**src/rtl/ssync_pkg.sv**
```systemverilog
package ssync_pkg;

    localparam int SRC_STREAM = 0;
    localparam int SRC_FIFO   = 1;

    typedef enum logic [1:0] {
        ST_IDLE = 2'd0,
        ST_WAIT = 2'd1,
        ST_RUN  = 2'd2
    } ssync_state_e;

    typedef struct packed {
        logic fwd_en;
        logic drain;
    } gate_t;

    function automatic ssync_state_e start_state(input logic enable, input logic want_sync);
        return (enable && want_sync) ? ST_WAIT : ST_RUN;
    endfunction

    function automatic gate_t gate_of(input ssync_state_e st, input logic flag_hit);
        gate_t g;
        g.fwd_en = (st == ST_RUN) || (st == ST_WAIT && flag_hit);
        g.drain  = (st == ST_WAIT) && !flag_hit;
        return g;
    endfunction

endpackage

```
**src/rtl/ssync_flag_sel.sv**
```systemverilog
module ssync_flag_sel
    import ssync_pkg::*;
#(
    parameter int SRC_KIND  = SRC_STREAM,
    parameter int USER_FLAG = 1
) (
    input  logic in_valid,
    input  logic user_bit0,
    input  logic sync_in,
    output logic flag_hit
);

    logic raw_flag;

    generate
        if (SRC_KIND == SRC_STREAM && USER_FLAG != 0) begin : g_user
            assign raw_flag = user_bit0;
        end else begin : g_port
            assign raw_flag = sync_in;
        end
    endgenerate

    assign flag_hit = in_valid && raw_flag;

endmodule

```
**src/rtl/ssync_beat_ctr.sv**
```systemverilog
module ssync_beat_ctr #(
    parameter int LEN_W = 4
) (
    input  logic             clk,
    input  logic             rst,
    input  logic             load,
    input  logic [LEN_W-1:0] load_val,
    input  logic             dec,
    output logic             at_last
);

    logic [LEN_W-1:0] remain;

    always_ff @(posedge clk) begin
        if (rst) begin
            remain <= '0;
        end else if (load) begin
            remain <= load_val;
        end else if (dec && remain != '0) begin
            remain <= remain - 1'b1;
        end
    end

    assign at_last = (remain == '0);

    // count only moves on load or a forwarded beat
    a_r8_count_stable: assert property (@(posedge clk) disable iff (rst)
        (!load && !dec) |=> $stable(remain));

endmodule

```
**src/rtl/ssync_ctrl.sv**
```systemverilog
module ssync_ctrl
    import ssync_pkg::*;
#(
    parameter int SRC_KIND = SRC_STREAM,
    parameter int SYNC_EN  = 1
) (
    input  logic clk,
    input  logic rst,
    input  logic req_valid,
    input  logic req_sync,
    input  logic flag_hit,
    input  logic in_valid,
    input  logic out_ready,
    input  logic last_beat,
    output logic req_ready,
    output logic req_fire,
    output logic in_ready,
    output logic out_valid,
    output logic beat_fire,
    output logic waiting,
    output logic busy
);

    localparam logic IS_FIFO = (SRC_KIND == SRC_FIFO);
    localparam logic ENABLE  = (SYNC_EN != 0);

    ssync_state_e state, state_nx;
    gate_t        gate;

    assign gate      = gate_of(state, flag_hit);
    assign req_ready = (state == ST_IDLE);
    assign req_fire  = req_valid && req_ready;
    assign out_valid = in_valid && gate.fwd_en;
    assign beat_fire = out_valid && (out_ready || IS_FIFO);
    assign waiting   = (state == ST_WAIT);
    assign busy      = (state != ST_IDLE);

    generate
        if (SRC_KIND == SRC_FIFO) begin : g_fifo_rdy
            assign in_ready = 1'b1;
        end else begin : g_strm_rdy
            assign in_ready = gate.drain || (gate.fwd_en && out_ready);
        end
    endgenerate

    always_comb begin
        state_nx = state;
        case (state)
            ST_IDLE: if (req_fire) state_nx = start_state(ENABLE, req_sync);
            ST_WAIT: if (beat_fire) state_nx = last_beat ? ST_IDLE : ST_RUN;
            ST_RUN:  if (beat_fire && last_beat) state_nx = ST_IDLE;
            default: state_nx = ST_IDLE;
        endcase
    end

    always_ff @(posedge clk) begin
        if (rst) state <= ST_IDLE;
        else     state <= state_nx;
    end

    // an accepted request opens a transfer
    a_r2_req_opens: assert property (@(posedge clk) disable iff (rst)
        req_fire |=> busy);

    // the final forwarded beat closes the transfer
    a_r8_last_closes: assert property (@(posedge clk) disable iff (rst)
        (beat_fire && last_beat) |=> req_ready);

    // once running, the block never goes back to waiting
    a_r7_no_rearm: assert property (@(posedge clk) disable iff (rst)
        (state == ST_RUN) |=> (state != ST_WAIT));

    generate
        if (SYNC_EN == 0) begin : g_off_chk
            // with the feature off the block never waits
            a_r9_never_wait: assert property (@(posedge clk) disable iff (rst)
                !waiting);
        end
    endgenerate

endmodule

```
**src/rtl/ssync_top.sv**
```systemverilog
module ssync_top
    import ssync_pkg::*;
#(
    parameter int DATA_W    = 8,
    parameter int USER_W    = 2,
    parameter int LEN_W     = 4,
    parameter int SRC_KIND  = SRC_STREAM,
    parameter int USER_FLAG = 1,
    parameter int SYNC_EN   = 1
) (
    input  logic              clk,
    input  logic              rst,
    input  logic              req_valid,
    output logic              req_ready,
    input  logic              req_sync_start,
    input  logic [LEN_W-1:0]  req_beats,
    input  logic              in_valid,
    output logic              in_ready,
    input  logic [DATA_W-1:0] in_data,
    input  logic [USER_W-1:0] in_user,
    input  logic              sync_in,
    output logic              out_valid,
    input  logic              out_ready,
    output logic [DATA_W-1:0] out_data,
    output logic              out_last,
    output logic              waiting,
    output logic              busy
);

    logic flag_hit;
    logic req_fire;
    logic beat_fire;
    logic last_beat;
    logic unused_sideband;

    assign unused_sideband = ^{in_user, sync_in, out_ready};

    ssync_flag_sel #(
        .SRC_KIND  (SRC_KIND),
        .USER_FLAG (USER_FLAG)
    ) u_flag (
        .in_valid  (in_valid),
        .user_bit0 (in_user[0]),
        .sync_in   (sync_in),
        .flag_hit  (flag_hit)
    );

    ssync_beat_ctr #(
        .LEN_W (LEN_W)
    ) u_ctr (
        .clk      (clk),
        .rst      (rst),
        .load     (req_fire),
        .load_val (req_beats),
        .dec      (beat_fire),
        .at_last  (last_beat)
    );

    ssync_ctrl #(
        .SRC_KIND (SRC_KIND),
        .SYNC_EN  (SYNC_EN)
    ) u_ctrl (
        .clk       (clk),
        .rst       (rst),
        .req_valid (req_valid),
        .req_sync  (req_sync_start),
        .flag_hit  (flag_hit),
        .in_valid  (in_valid),
        .out_ready (out_ready),
        .last_beat (last_beat),
        .req_ready (req_ready),
        .req_fire  (req_fire),
        .in_ready  (in_ready),
        .out_valid (out_valid),
        .beat_fire (beat_fire),
        .waiting   (waiting),
        .busy      (busy)
    );

    assign out_data = in_data;
    assign out_last = out_valid && last_beat;

    // nothing is forwarded while waiting unless the flag is present
    a_r3_no_early_beat: assert property (@(posedge clk) disable iff (rst)
        (waiting && !flag_hit) |-> !out_valid);

    // discarded beats are drained, not stalled
    a_r3_drain_ready: assert property (@(posedge clk) disable iff (rst)
        (waiting && !flag_hit) |-> in_ready);

    // the flag beat is forwarded while still armed
    a_r4_flag_beat_fwd: assert property (@(posedge clk) disable iff (rst)
        (waiting && flag_hit) |-> out_valid);

    generate
        if (SRC_KIND == SRC_STREAM) begin : g_bp_chk
            // a stalled forwarded beat is held at the source
            a_r10_hold_on_stall: assert property (@(posedge clk) disable iff (rst)
                (out_valid && !out_ready) |-> !in_ready);
        end
    endgenerate

endmodule

```
**config.mk**
```make
export PLATFORM = sky130hd
export DESIGN_NAME = ssync_top
export DESIGN_NICKNAME = d
export VERILOG_FILES = /design/src/rtl/ssync_pkg.sv /design/src/rtl/ssync_flag_sel.sv /design/src/rtl/ssync_beat_ctr.sv /design/src/rtl/ssync_ctrl.sv /design/src/rtl/ssync_top.sv
export SDC_FILE = /design/constraint.sdc
export NUM_CORES = 1
export LEC_CHECK = 0
export ABC_CLOCK_PERIOD_IN_PS = 3100
export BUFFER_PORTS_ARGS = -buffer_cell sky130_fd_sc_hd__buf_2
export CAP_MARGIN = 20
export CORE_AREA = 10 10 47 49
export CTS_BUF_LIST = sky130_fd_sc_hd__clkbuf_2
export CTS_CLUSTER_SIZE = 28
export DETAILED_ROUTE_END_ITERATION = 12
export DIE_AREA = 0 0 57 59
export GPL_TIMING_DRIVEN = 0
export PLACE_DENSITY_LB_ADDON = 0.05
export REMOVE_ABC_BUFFERS = 1
export SLEW_MARGIN = 20
export SYNTH_ARGS = -nofsm -noshare
export SYNTH_HDL_FRONTEND = slang
export SYNTH_SLANG_ARGS = --single-unit
```
**constraint.sdc**
```tcl
create_clock -name clk -period 3.1 [get_ports clk]
set_input_delay 0.31 -clock clk [delete_from_list [all_inputs] [get_ports clk]]
set_output_delay 0.31 -clock clk [all_outputs]
set_load 0.005 [all_outputs]
```
==> results of run 1 <==
==> per-layer routing <==
| layer | part of all wire (%) | track usage (%) | vias to the layer above |
|---|---|---|---|
| met3 | 10 | 5.58 | 4 |
| met5 | 0 | 0 | - |
| met4 | 2.2 | 5.03 | 0 |
| li1 | - | - | 250 |
| met2 | 45 | 11.6 | 27 |
| met1 | 43 | 9.39 | 206 |
==> flip-flops by register name (all words and copies together), names as in the netlist <==
signal        flops
u_ctr.remain      4
u_ctrl.state      2
==> worst max path at each step <==
stage                     slack, ns                           end                          from  depth (start not counted)
after floorplan                1.77  u_ctr.remain[0]$_SDFFE_PP0P_  u_ctr.remain[0]$_SDFFE_PP0P_                          6
after global placement         1.62  u_ctr.remain[0]$_SDFFE_PP0P_  u_ctr.remain[0]$_SDFFE_PP0P_                          6
after detailed placement       1.62                     out_valid  u_ctrl.state[0]$_SDFFE_PP0P_                          4
after CTS                      1.36                     out_valid  u_ctrl.state[0]$_SDFFE_PP0P_                          4
after global routing           1.23                      out_last  u_ctrl.state[0]$_SDFFE_PP0P_                          4
final                          1.38                     out_valid  u_ctrl.state[0]$_SDFFE_PP0P_                          4
==> placed cells by master, fill, tap and decap left out, types with 2 or more instances in the layout <==
cell       n
buf_2     16
nor3_1     2
nand2b_1   4
a21oi_1    3
nor2_1     4
nand2_2    2
dfxtp_1    6
nor2_2     2
and2_4     2
and3_1     2
clkbuf_2   3
a311oi_1   2
nand2_1    5
inv_1      5
==> metrics by stage <==
step	utilization, %	hold slack (ns)
final	43.5	0.322
after global routing	43.5	0.324
after CTS	43.5	0.313
after detailed placement	42.4	0.531
after global placement	42.4	0.550
after floorplan	-	0.374
==> critical path, stage by stage (launching register included) <==
cell and delay [ns]:
dfxtp_1 0.55, nand2b_1 0.24, nand2_2 0.10, and2_4 0.17, buf_2 0.12
==> where the power goes <==
part	total [uW]	internal (uW)	switching, uW
clock	55.4	26.2	29.2
combinational	92.6	44.5	48.2
sequential	97.7	85.6	12.1
total	246	156	89.5
==> cell families (layout without fill, tap and decap cells) <==
group / Yosys count / in the layout / share of synthesized area, %
compound gates: 16 / 16 / 28.1
fa+ha+maj: 1 / 1 / 2.21
buf+inv: 14 / 24 / 15.9
flops: 6 / 6 / 21.2
simple gates: 29 / 29 / 32.5
==> cell type report <==
| class | count | area [sq um] | area share [%] |
|---|---|---|---|
| Inverter | 5 | 18.8 | 3.08 |
| Multi-Input combinational cell | 46 | 355 | 58.3 |
| Sequential cell | 6 | 120 | 19.7 |
| Tap cell | 16 | 20.0 | 3.29 |
| Clock buffer | 3 | 15.0 | 2.46 |
| Timing Repair Buffer | 16 | 80.1 | 13.1 |
==> results.py, run 1 <==
metrics = {
    "sta": {
        "layout_worst_path_cycle_share_pct": 55.3,
        "fmaxAchievable_ghz": 0.583,
        "finClkSkew_ns": 0.00134,
        "fin_tns_setup_ns": 0,
        "finalHoldViolCount": 0,
        "post-route-worst-setup-slack_ns": 1.38,
        "unrepaired_setup_endpoints_after_global_routing": "false",
        "minimum_clock_period_ns": 1.72,
        "number_of_endpoints_failing_setup_at_the_final_stage": 0,
        "final_max_slew_viol_count": 0,
        "max-slew-margin-rel_pct": 74.8,
        "slew_worst_pin_ns": 0.378,
    },
    "die": {
        "placementRows": 14,
        "io_pins": 35,
        "initial_utilization_pct": 40.4,
        "die_outline_area_sq_um": 3360,
        "coreArea_sq_um": 1400,
        "dieHeight_um": 59,
        "die_x_um": 57,
    },
    "detailed_routing": {
        "viasPerCell": 5.29,
        "routed_wl_um": 1310,
        "drtPass1Iterations": 4,
        "routedWlPerCell_um": 14.3,
        "initialDrtViolationCount": 2,
        "drtAntennaViolNets": 0,
        "drc": 0,
        "vias": 487,
    },
    "layout": {
        "post_route_cells_drive_above_1_share_pct": 46.1,
        "layout.cell_area.non_filler_sq_um": 609,
        "finish.cell_count_without_fillers": 92,
        "synthToLayoutAreaGrowth_pct": 7.74,
        "finish.net_count": 100,
        "num-fill-cells": 161,
        "num_antenna_cells": 0,
    },
    "logic_synthesis": {
        "yosysMostFrequentCell": "buf_4",
        "netlist_top_cells_count": "8 x buf_4, 6 x dfxtp_1, 5 x inv_1, 5 x nand2_1",
        "synth_area_leaders": "dfxtp_1 21%, buf_4 11%, a2111oi_4 4.9%",
        "synth_cells": 66,
        "async_flop_share_pct": 0,
        "synth-edff-count": 0,
        "syn-cell-area_sq_um": 566,
        "yosys_most_used_dff": "dfxtp_1",
        "synth_sequential_area_ratio_pct": 21.2,
        "ys_ff_latch": 6,
        "synth-warning-count": 0,
        "syn-mean-instance-area_sq_um": 8.57,
        "synth_top_area_share_pct": 21.2,
        "ys_types": 32,
        "synth.largest_area_cell": "dfxtp_1",
    },
    "clock_network": {
        "clockBufferDepth": 2,
        "cts_root_buffer": "clkbuf_2",
        "cts-hold-fix-buffers": 0,
        "cts_setup_buffers": 0,
        "postCtsResizedCells": 0,
        "cts_inserted_buffers": 3,
        "clkLatencyLatePin_ns": 0.23,
        "numClockSinks": 6,
        "cts_tree": "built",
        "htree_num_levels": 1,
        "clock_input_transition_at_the_sequential_cells_of_the_worst_setup_and_hold_paths_ns": 0.06,
    },
    "global_routing": {
        "grt_pass1_wl_um": 2300,
        "antenna_found_initial": 0,
        "grt.total_usage_pct": 8.42,
        "number_of_global_route_vias_before_repair": 509,
        "grt_remaining_overflow": 0,
        "largest_net_degree_at_the_start_of_global_routing": 11,
    },
    "min_path": {
        "holdCritPathClass": "input port to register",
        "worst_hold_path.endpoint": "u_ctr.remain[1]$_SDFFE_PP0P_",
        "hold_path_startpoint": "req_beats[1]",
        "worstHoldPathCells": 3,
    },
    "worst_setup_path": {
        "crit_path_end_kind": "output port",
        "timing.critical_path.from_type": "register",
        "timing.reg2reg.worst_path_depth": 6,
        "critical_path.max_fanout": 10,
        "worst-r2r-setup-slack_ns": 1.61,
        "r2r-start": "u_ctr.remain[0]$_SDFFE_PP0P_",
        "crit_type": "register to output port",
        "crit_arrival_ns": 1.41,
        "required_ns": 2.79,
        "rr_endpoint": "u_ctr.remain[0]$_SDFFE_PP0P_",
    },
    "power_and_ir_drop": {
        "totalPowerFinal_uw": 246,
        "worst_ir_drop_vdd_v": 0.000183,
        "power.density_nw_per_um2": 403,
        "total_leakage_power_uw": 0.000291,
    },
    "placed_design": {
        "detailedPlacementHpwl_um": 1050,
        "pre_cts_ws_ns": 1.62,
        "numPortBuffers": 16,
        "place_area_sq_um": 594,
        "globalplace.congestion": 0.782,
        "dp_cells": 89,
    },
    "status": {
        "run_status": "finished, final reports clean",
    },
    "run": {
        "drv.max_cap_violation_count": 0,
    },
}
Note: power is estimated with default switching activity, not from simulation.
==> run 2, diff against run 1 <==
ABC_AREA = 1   (was not set)
ABC_CLOCK_PERIOD_IN_PS = 1600   (was 3100)
clock period = 1.6 ns   (was 3.1 ns; I/O delays follow)
==> run 2 against run 1 <==
Sequential share of layout area is essentially flat. Sequential cell count did not move. Synthesized area is 1.8% lower. Register-to-register slack worse by 1.4 ns. First-iteration DRC count unchanged. Critical endpoint is now out_last. Largest power group is now combinational logic. Global-route usage decreased by 0.84 points. Sequential power is 140% higher. Highest routed layer is now met3. Critical path type unchanged.
==> results.py, run 2 <==
metrics = {
    "worst_setup_path": {
        "timing.reg2reg.worst_path_depth": 9,
        "required_ns": 1.44,
        "crit_type": "register to output port",
        "critPathCapture": "out_last",
        "timing.critical_path.from_type": "register",
        "crit_slowest_cell": "dfxtp_1",
        "worst-r2r-setup-slack_ns": 0.25,
        "r2r-start": "u_ctr.remain[0]$_SDFFE_PP0P_",
        "rr_endpoint": "u_ctrl.state[1]$_SDFFE_PP0P_",
        "critical_path.max_fanout": 3,
        "crit_arrival_ns": 1.31,
        "crit_path_end_kind": "output port",
        "crit_chain": "inv_1, ha_1, nand2_1, nor2_1, inv_1, nor2_1, buf_2",
        "worst_setup_path_startpoint": "u_ctr.remain[0]$_SDFFE_PP0P_",
        "cpPeakStageDelay_ns": 0.33,
    },
    "global_routing": {
        "grt.total_usage_pct": 7.59,
        "grt_pass1_wl_um": 2080,
        "antenna_found_initial": 0,
        "grt_remaining_overflow": 0,
        "number_of_global_route_vias_before_repair": 542,
        "largest_net_degree_at_the_start_of_global_routing": 6,
    },
    "clock_network": {
        "cts_tree": "built",
        "htree_num_levels": 1,
        "clockBufferDepth": 2,
        "cts_setup_buffers": 0,
        "clkLatencyLatePin_ns": 0.22,
        "clock_input_transition_at_the_sequential_cells_of_the_worst_setup_and_hold_paths_ns": 0.06,
        "postCtsResizedCells": 0,
        "cts_root_buffer": "clkbuf_2",
        "cts_inserted_buffers": 3,
        "cts-hold-fix-buffers": 0,
        "numClockSinks": 6,
    },
    "layout": {
        "finish.net_count": 118,
        "layout.area.seq_sq_um": 120,
        "num-fill-cells": 172,
        "post_route_cells_drive_above_1_share_pct": 40.4,
        "multiInputGateArea_sq_um": 312,
        "largest_reg_flops": 4,
        "synthToLayoutAreaGrowth_pct": 9.91,
        "largestRegisters": "u_ctr.remain: 4 flops, u_ctrl.state: 2 flops",
        "num_antenna_cells": 0,
        "layout.cells.most_common_list": "16 x buf_2, 12 x inv_1, 10 x nand2_1, 10 x nor2_1, 6 x dfxtp_1",
        "registers.top_by_ff_count": "u_ctr.remain",
        "mostFrequentLayoutCell": "buf_2",
    },
    "detailed_routing": {
        "routedWlPerCell_um": 11.2,
        "drc": 0,
        "routed_wl_um": 1230,
        "drtPass1Iterations": 4,
        "vias": 525,
        "viasPerCell": 4.77,
        "drtAntennaViolNets": 0,
        "initialDrtViolationCount": 2,
    },
    "die": {
        "placementRows": 14,
        "coreArea_sq_um": 1400,
        "io_pins": 35,
        "die_outline_area_sq_um": 3360,
        "dieHeight_um": 59,
        "die_x_um": 57,
        "initial_utilization_pct": 39.6,
    },
    "status": {
        "run_status": "finished, final reports clean",
    },
    "sta": {
        "finalHoldViolCount": 0,
        "layout_worst_path_cycle_share_pct": 92.1,
        "finClkSkew_ns": 0.00709,
        "minimum_clock_period_ns": 1.47,
        "post-route-worst-setup-slack_ns": 0.127,
        "final_max_slew_viol_count": 0,
        "fmaxAchievable_ghz": 0.679,
        "slew_worst_pin_ns": 0.266,
        "number_of_endpoints_failing_setup_at_the_final_stage": 0,
        "fin_tns_setup_ns": 0,
        "unrepaired_setup_endpoints_after_global_routing": "false",
        "max-slew-margin-rel_pct": 82.2,
    },
    "run": {
        "drv.max_cap_violation_count": 0,
    },
    "logic_synthesis": {
        "async_flop_share_pct": 0,
        "synth.largest_area_cell": "dfxtp_1",
        "ys_ff_latch": 6,
        "synth_area_leaders": "dfxtp_1 22%, buf_4 11%, inv_1 8.1%",
        "netlist_top_cells_count": "12 x inv_1, 10 x nand2_1, 10 x nor2_1",
        "syn-mean-instance-area_sq_um": 6.69,
        "synth_cells": 83,
        "synth_top_area_share_pct": 21.6,
        "yosysMostFrequentCell": "inv_1",
        "syn-cell-area_sq_um": 556,
        "synth-edff-count": 0,
        "synth-warning-count": 0,
        "yosys_most_used_dff": "dfxtp_1",
        "synth_sequential_area_ratio_pct": 21.6,
        "ys_types": 25,
    },
    "power_and_ir_drop": {
        "power.density_nw_per_um2": 1350,
        "total_leakage_power_uw": 0.000330,
        "worst_ir_drop_vdd_v": 0.000610,
    },
    "placed_design": {
        "pre_cts_ws_ns": 0.241,
        "detailedPlacementHpwl_um": 1100,
        "numPortBuffers": 16,
        "globalplace.congestion": 0.777,
    },
    "min_path": {
        "holdCritPathClass": "input port to register",
    },
}
## run 2: through the flow
stage | utilization [%] | cells | area (sq um) | hold slack (ns) | power (uW)
finish | 43.6 | 110 | 611 | 0.131 | 826
detailed placement | 42.5 | 107 | 596 | 0.320 | 738
global route | 43.6 | 110 | 611 | 0.113 | 930
global placement | 42.5 | 107 | 596 | 0.320 | 733
floorplan | - | 75 | 495 | 0.229 | 604
CTS | 43.6 | 110 | 611 | 0.122 | 844
## run 2: layout make-up
class                           count  share of cell area [%]
Sequential cell                     6                    19.7
Clock buffer                        3                    2.46
Timing Repair Buffer               16                    13.1
Inverter                           16                    10.5
Tap cell                           16                    3.28
Multi-Input combinational cell     53                    51.0
## run 2: critical path: cells and delay by family, from the launching register on
family                   cells  cell delay [ns]
adder cells (fa/ha/maj)      1             0.16
buffers and inverters        3             0.27
flip-flops                   1             0.33
AND/OR/NAND/NOR              3             0.33
## run 2: worst min-delay path by stage
| stage | start | cells past startpoint | to | slack (ns) |
|---|---|---|---|---|
| after detailed placement | in_data[0] | 0 | out_data[0] | 0.32 |
| after CTS | rst | 2 | u_ctrl.state[0]$_SDFFE_PP0P_ | 0.12 |
| after floorplan | rst | 1 | u_ctrl.state[0]$_SDFFE_PP0P_ | 0.23 |
| after global routing | rst | 2 | u_ctrl.state[0]$_SDFFE_PP0P_ | 0.11 |
| after global placement | in_data[0] | 0 | out_data[0] | 0.32 |
| final | rst | 2 | u_ctrl.state[0]$_SDFFE_PP0P_ | 0.13 |
## run 2: cell families (layout without fill, tap and decap cells)
group,Yosys count,after routing,share of synthesized area (%)
buffers and inverters,24,35,22.3
multiplexers,2,2,3.83
adder cells (fa/ha/maj),1,1,2.25
flip-flops,6,6,21.6
AO/OA/AOI/OAI,11,11,10.8
AND/OR/NAND/NOR,39,39,39.2
## run 2: where the power goes
| part | switching (uW) | leakage (uW) | internal [uW] | total, uW |
|---|---|---|---|---|
| sequential | 41.9 | 0.0000497 | 193 | 235 |
| combinational | 296 | 0.000267 | 193 | 489 |
| clock | 50.8 | 0.0000125 | 50.7 | 101 |
## run 2: layer usage
| layer | global-route usage [%] | vias up | wire length, um |
|---|---|---|---|
| li1 | - | 274 | - |
| met1 | 6.95 | 218 | 472 |
| met2 | 12.7 | 33 | 608 |
| met3 | 6.22 | 0 | 153 |
| met4 | 2.01 | 0 | 0 |
| met5 | 0 | - | 0 |
==> run 3, diff against run 2 <==
PLACE_DENSITY = 0.81   (was not set)
PLACE_DENSITY_LB_ADDON = not set   (was 0.05)
==> run 3 against run 2 <==
Via count shrank 3.2%. Die area is the same. Clock skew shrank 0.0039 ns. Combinational power grew 1%. Critical endpoint unchanged. Design area grew 0.41%. Wire length shrank 2.8%. Final cell count is the same. Power grew 0.23%. First-iteration DRC count grew to 2.5 times the previous value. Worst hold slack gained 0.0082 ns.
==> results.py, run 3 (synthesized netlist as in run 2, its figures left out) <==
metrics = {
    "status": {
        "run_status": "finished, final reports clean",
    },
    "placed_design": {
        "numPortBuffers": 16,
        "detailedPlacementHpwl_um": 1050,
        "globalplace.congestion": 0.824,
    },
    "layout": {
        "layout.area.seq_sq_um": 120,
        "finish.net_count": 118,
        "largestRegisters": "u_ctr.remain: 4 flops, u_ctrl.state: 2 flops",
        "mostFrequentLayoutCell": "buf_2",
        "largest_reg_flops": 4,
        "layout.cells.most_common_list": "16 x buf_2, 12 x inv_1, 10 x nand2_1",
        "registers.top_by_ff_count": "u_ctr.remain",
        "multiInputGateArea_sq_um": 314,
        "num-fill-cells": 146,
        "synthToLayoutAreaGrowth_pct": 10.4,
        "num_antenna_cells": 0,
        "post_route_cells_drive_above_1_share_pct": 41.5,
    },
    "worst_setup_path": {
        "r2r-start": "u_ctr.remain[0]$_SDFFE_PP0P_",
        "worst_setup_path_startpoint": "u_ctr.remain[0]$_SDFFE_PP0P_",
        "required_ns": 1.44,
        "timing.critical_path.from_type": "register",
        "timing.reg2reg.worst_path_depth": 10,
        "rr_endpoint": "u_ctr.remain[2]$_SDFFE_PP0P_",
        "cpPeakStageDelay_ns": 0.32,
        "crit_arrival_ns": 1.25,
        "crit_slowest_cell": "dfxtp_1",
        "crit_chain": "inv_1, ha_1, nand2_1, nor2_2, inv_1, nor2_1, buf_2",
        "worst-r2r-setup-slack_ns": 0.29,
        "crit_top_cell": "inv_1",
        "crit_type": "register to output port",
        "crit_path_end_kind": "output port",
        "critical_path.max_fanout": 3,
    },
    "clock_network": {
        "cts_setup_buffers": 0,
        "cts_tree": "built",
        "clock_input_transition_at_the_sequential_cells_of_the_worst_setup_and_hold_paths_ns": 0.06,
        "numClockSinks": 6,
        "cts_root_buffer": "clkbuf_2",
        "clkLatencyLatePin_ns": 0.21,
        "clockBufferDepth": 2,
        "cts_inserted_buffers": 3,
        "postCtsResizedCells": 0,
        "htree_num_levels": 1,
        "cts-hold-fix-buffers": 0,
    },
    "detailed_routing": {
        "routedWlPerCell_um": 10.9,
        "routed_wl_um": 1200,
        "viasPerCell": 4.62,
        "drc": 0,
        "drtPass1Iterations": 4,
        "vias": 508,
        "initialDrtViolationCount": 5,
        "drtAntennaViolNets": 0,
    },
    "sta": {
        "fin_hold_ws_ns": 0.139,
        "final_max_slew_viol_count": 0,
        "finalHoldViolCount": 0,
        "finClkSkew_ns": 0.00318,
        "minimum_clock_period_ns": 1.41,
        "layout_worst_path_cycle_share_pct": 88.2,
        "slew_worst_pin_ns": 0.272,
        "fin_tns_setup_ns": 0,
        "fmaxAchievable_ghz": 0.709,
        "max-slew-margin-rel_pct": 81.8,
        "unrepaired_setup_endpoints_after_global_routing": "false",
        "number_of_endpoints_failing_setup_at_the_final_stage": 0,
    },
    "die": {
        "initial_utilization_pct": 39.6,
        "dieHeight_um": 59,
        "placementRows": 14,
        "die_x_um": 57,
        "die_outline_area_sq_um": 3360,
        "io_pins": 35,
        "coreArea_sq_um": 1400,
    },
    "power_and_ir_drop": {
        "power.density_nw_per_um2": 1350,
        "total_leakage_power_uw": 0.000330,
        "worst_ir_drop_vdd_v": 0.000539,
        "totalPowerFinal_uw": 828,
    },
    "global_routing": {
        "grt.total_usage_pct": 8.01,
        "antenna_found_initial": 0,
        "number_of_global_route_vias_before_repair": 543,
        "grt_remaining_overflow": 0,
        "largest_net_degree_at_the_start_of_global_routing": 6,
        "grt_pass1_wl_um": 2210,
    },
    "run": {
        "drv.max_cap_violation_count": 0,
    },
    "min_path": {
        "holdCritPathClass": "input port to register",
        "worstHoldPathCells": 2,
        "hold_path_startpoint": "rst",
        "worst_hold_path.endpoint": "u_ctrl.state[0]$_SDFFE_PP0P_",
    },
}
[run 3: cell counts in the layout (fill, tap and decap cells not counted)]
No cell type changed its count.
[run 3: routing by layer]
layer	GRT usage, %	wire, um	vias up
met5	0	0	-
met3	7.08	136	2
met1	8.36	529	205
met2	11.6	530	28
li1	-	-	273
met4	2.35	4	0
[run 3: worst max path at each step]
stage,to,slack (ns)
floorplan,u_ctr.remain[3]$_SDFFE_PP0P_,0.39
global placement,u_ctr.remain[0]$_SDFFE_PP0P_,0.28
CTS,out_last,0.10
finish,out_last,0.19
detailed placement,u_ctr.remain[0]$_SDFFE_PP0P_,0.26
global route,out_last,0.02
[run 3: layout make-up]
type                            count  area share (%)
Tap cell                           16            3.27
Clock buffer                        3            2.45
Sequential cell                     6            19.6
Inverter                           16            10.4
Multi-Input combinational cell     53            51.2
Timing Repair Buffer               16            13.1
[run 3: critical path, delay by kind of cell, from the launching register on]
kind / cells / cell delay [ns]
adders and majority gates: 1 / 0.16
buffers and inverters: 3 / 0.27
DFF: 1 / 0.32
and+or+nand+nor: 3 / 0.31
[run 3: per-stage QoR]
stage	utilization (%)	std cells	cell area [sq um]	setup slack, ns
floorplan	-	75	495	0.386
global placement	42.5	107	596	0.282
detailed placement	42.5	107	596	0.264
CTS	43.6	110	611	0.102
global route	43.8	110	613	0.0214
finish	43.8	110	613	0.189
[run 3: power breakdown]
| group | internal [uW] | switching (uW) | total [uW] |
|---|---|---|---|
| clock network | 50.7 | 49.5 | 100 |
| registers | 193 | 40.1 | 233 |
| logic | 195 | 299 | 494 |
| total | 439 | 389 | 828 |
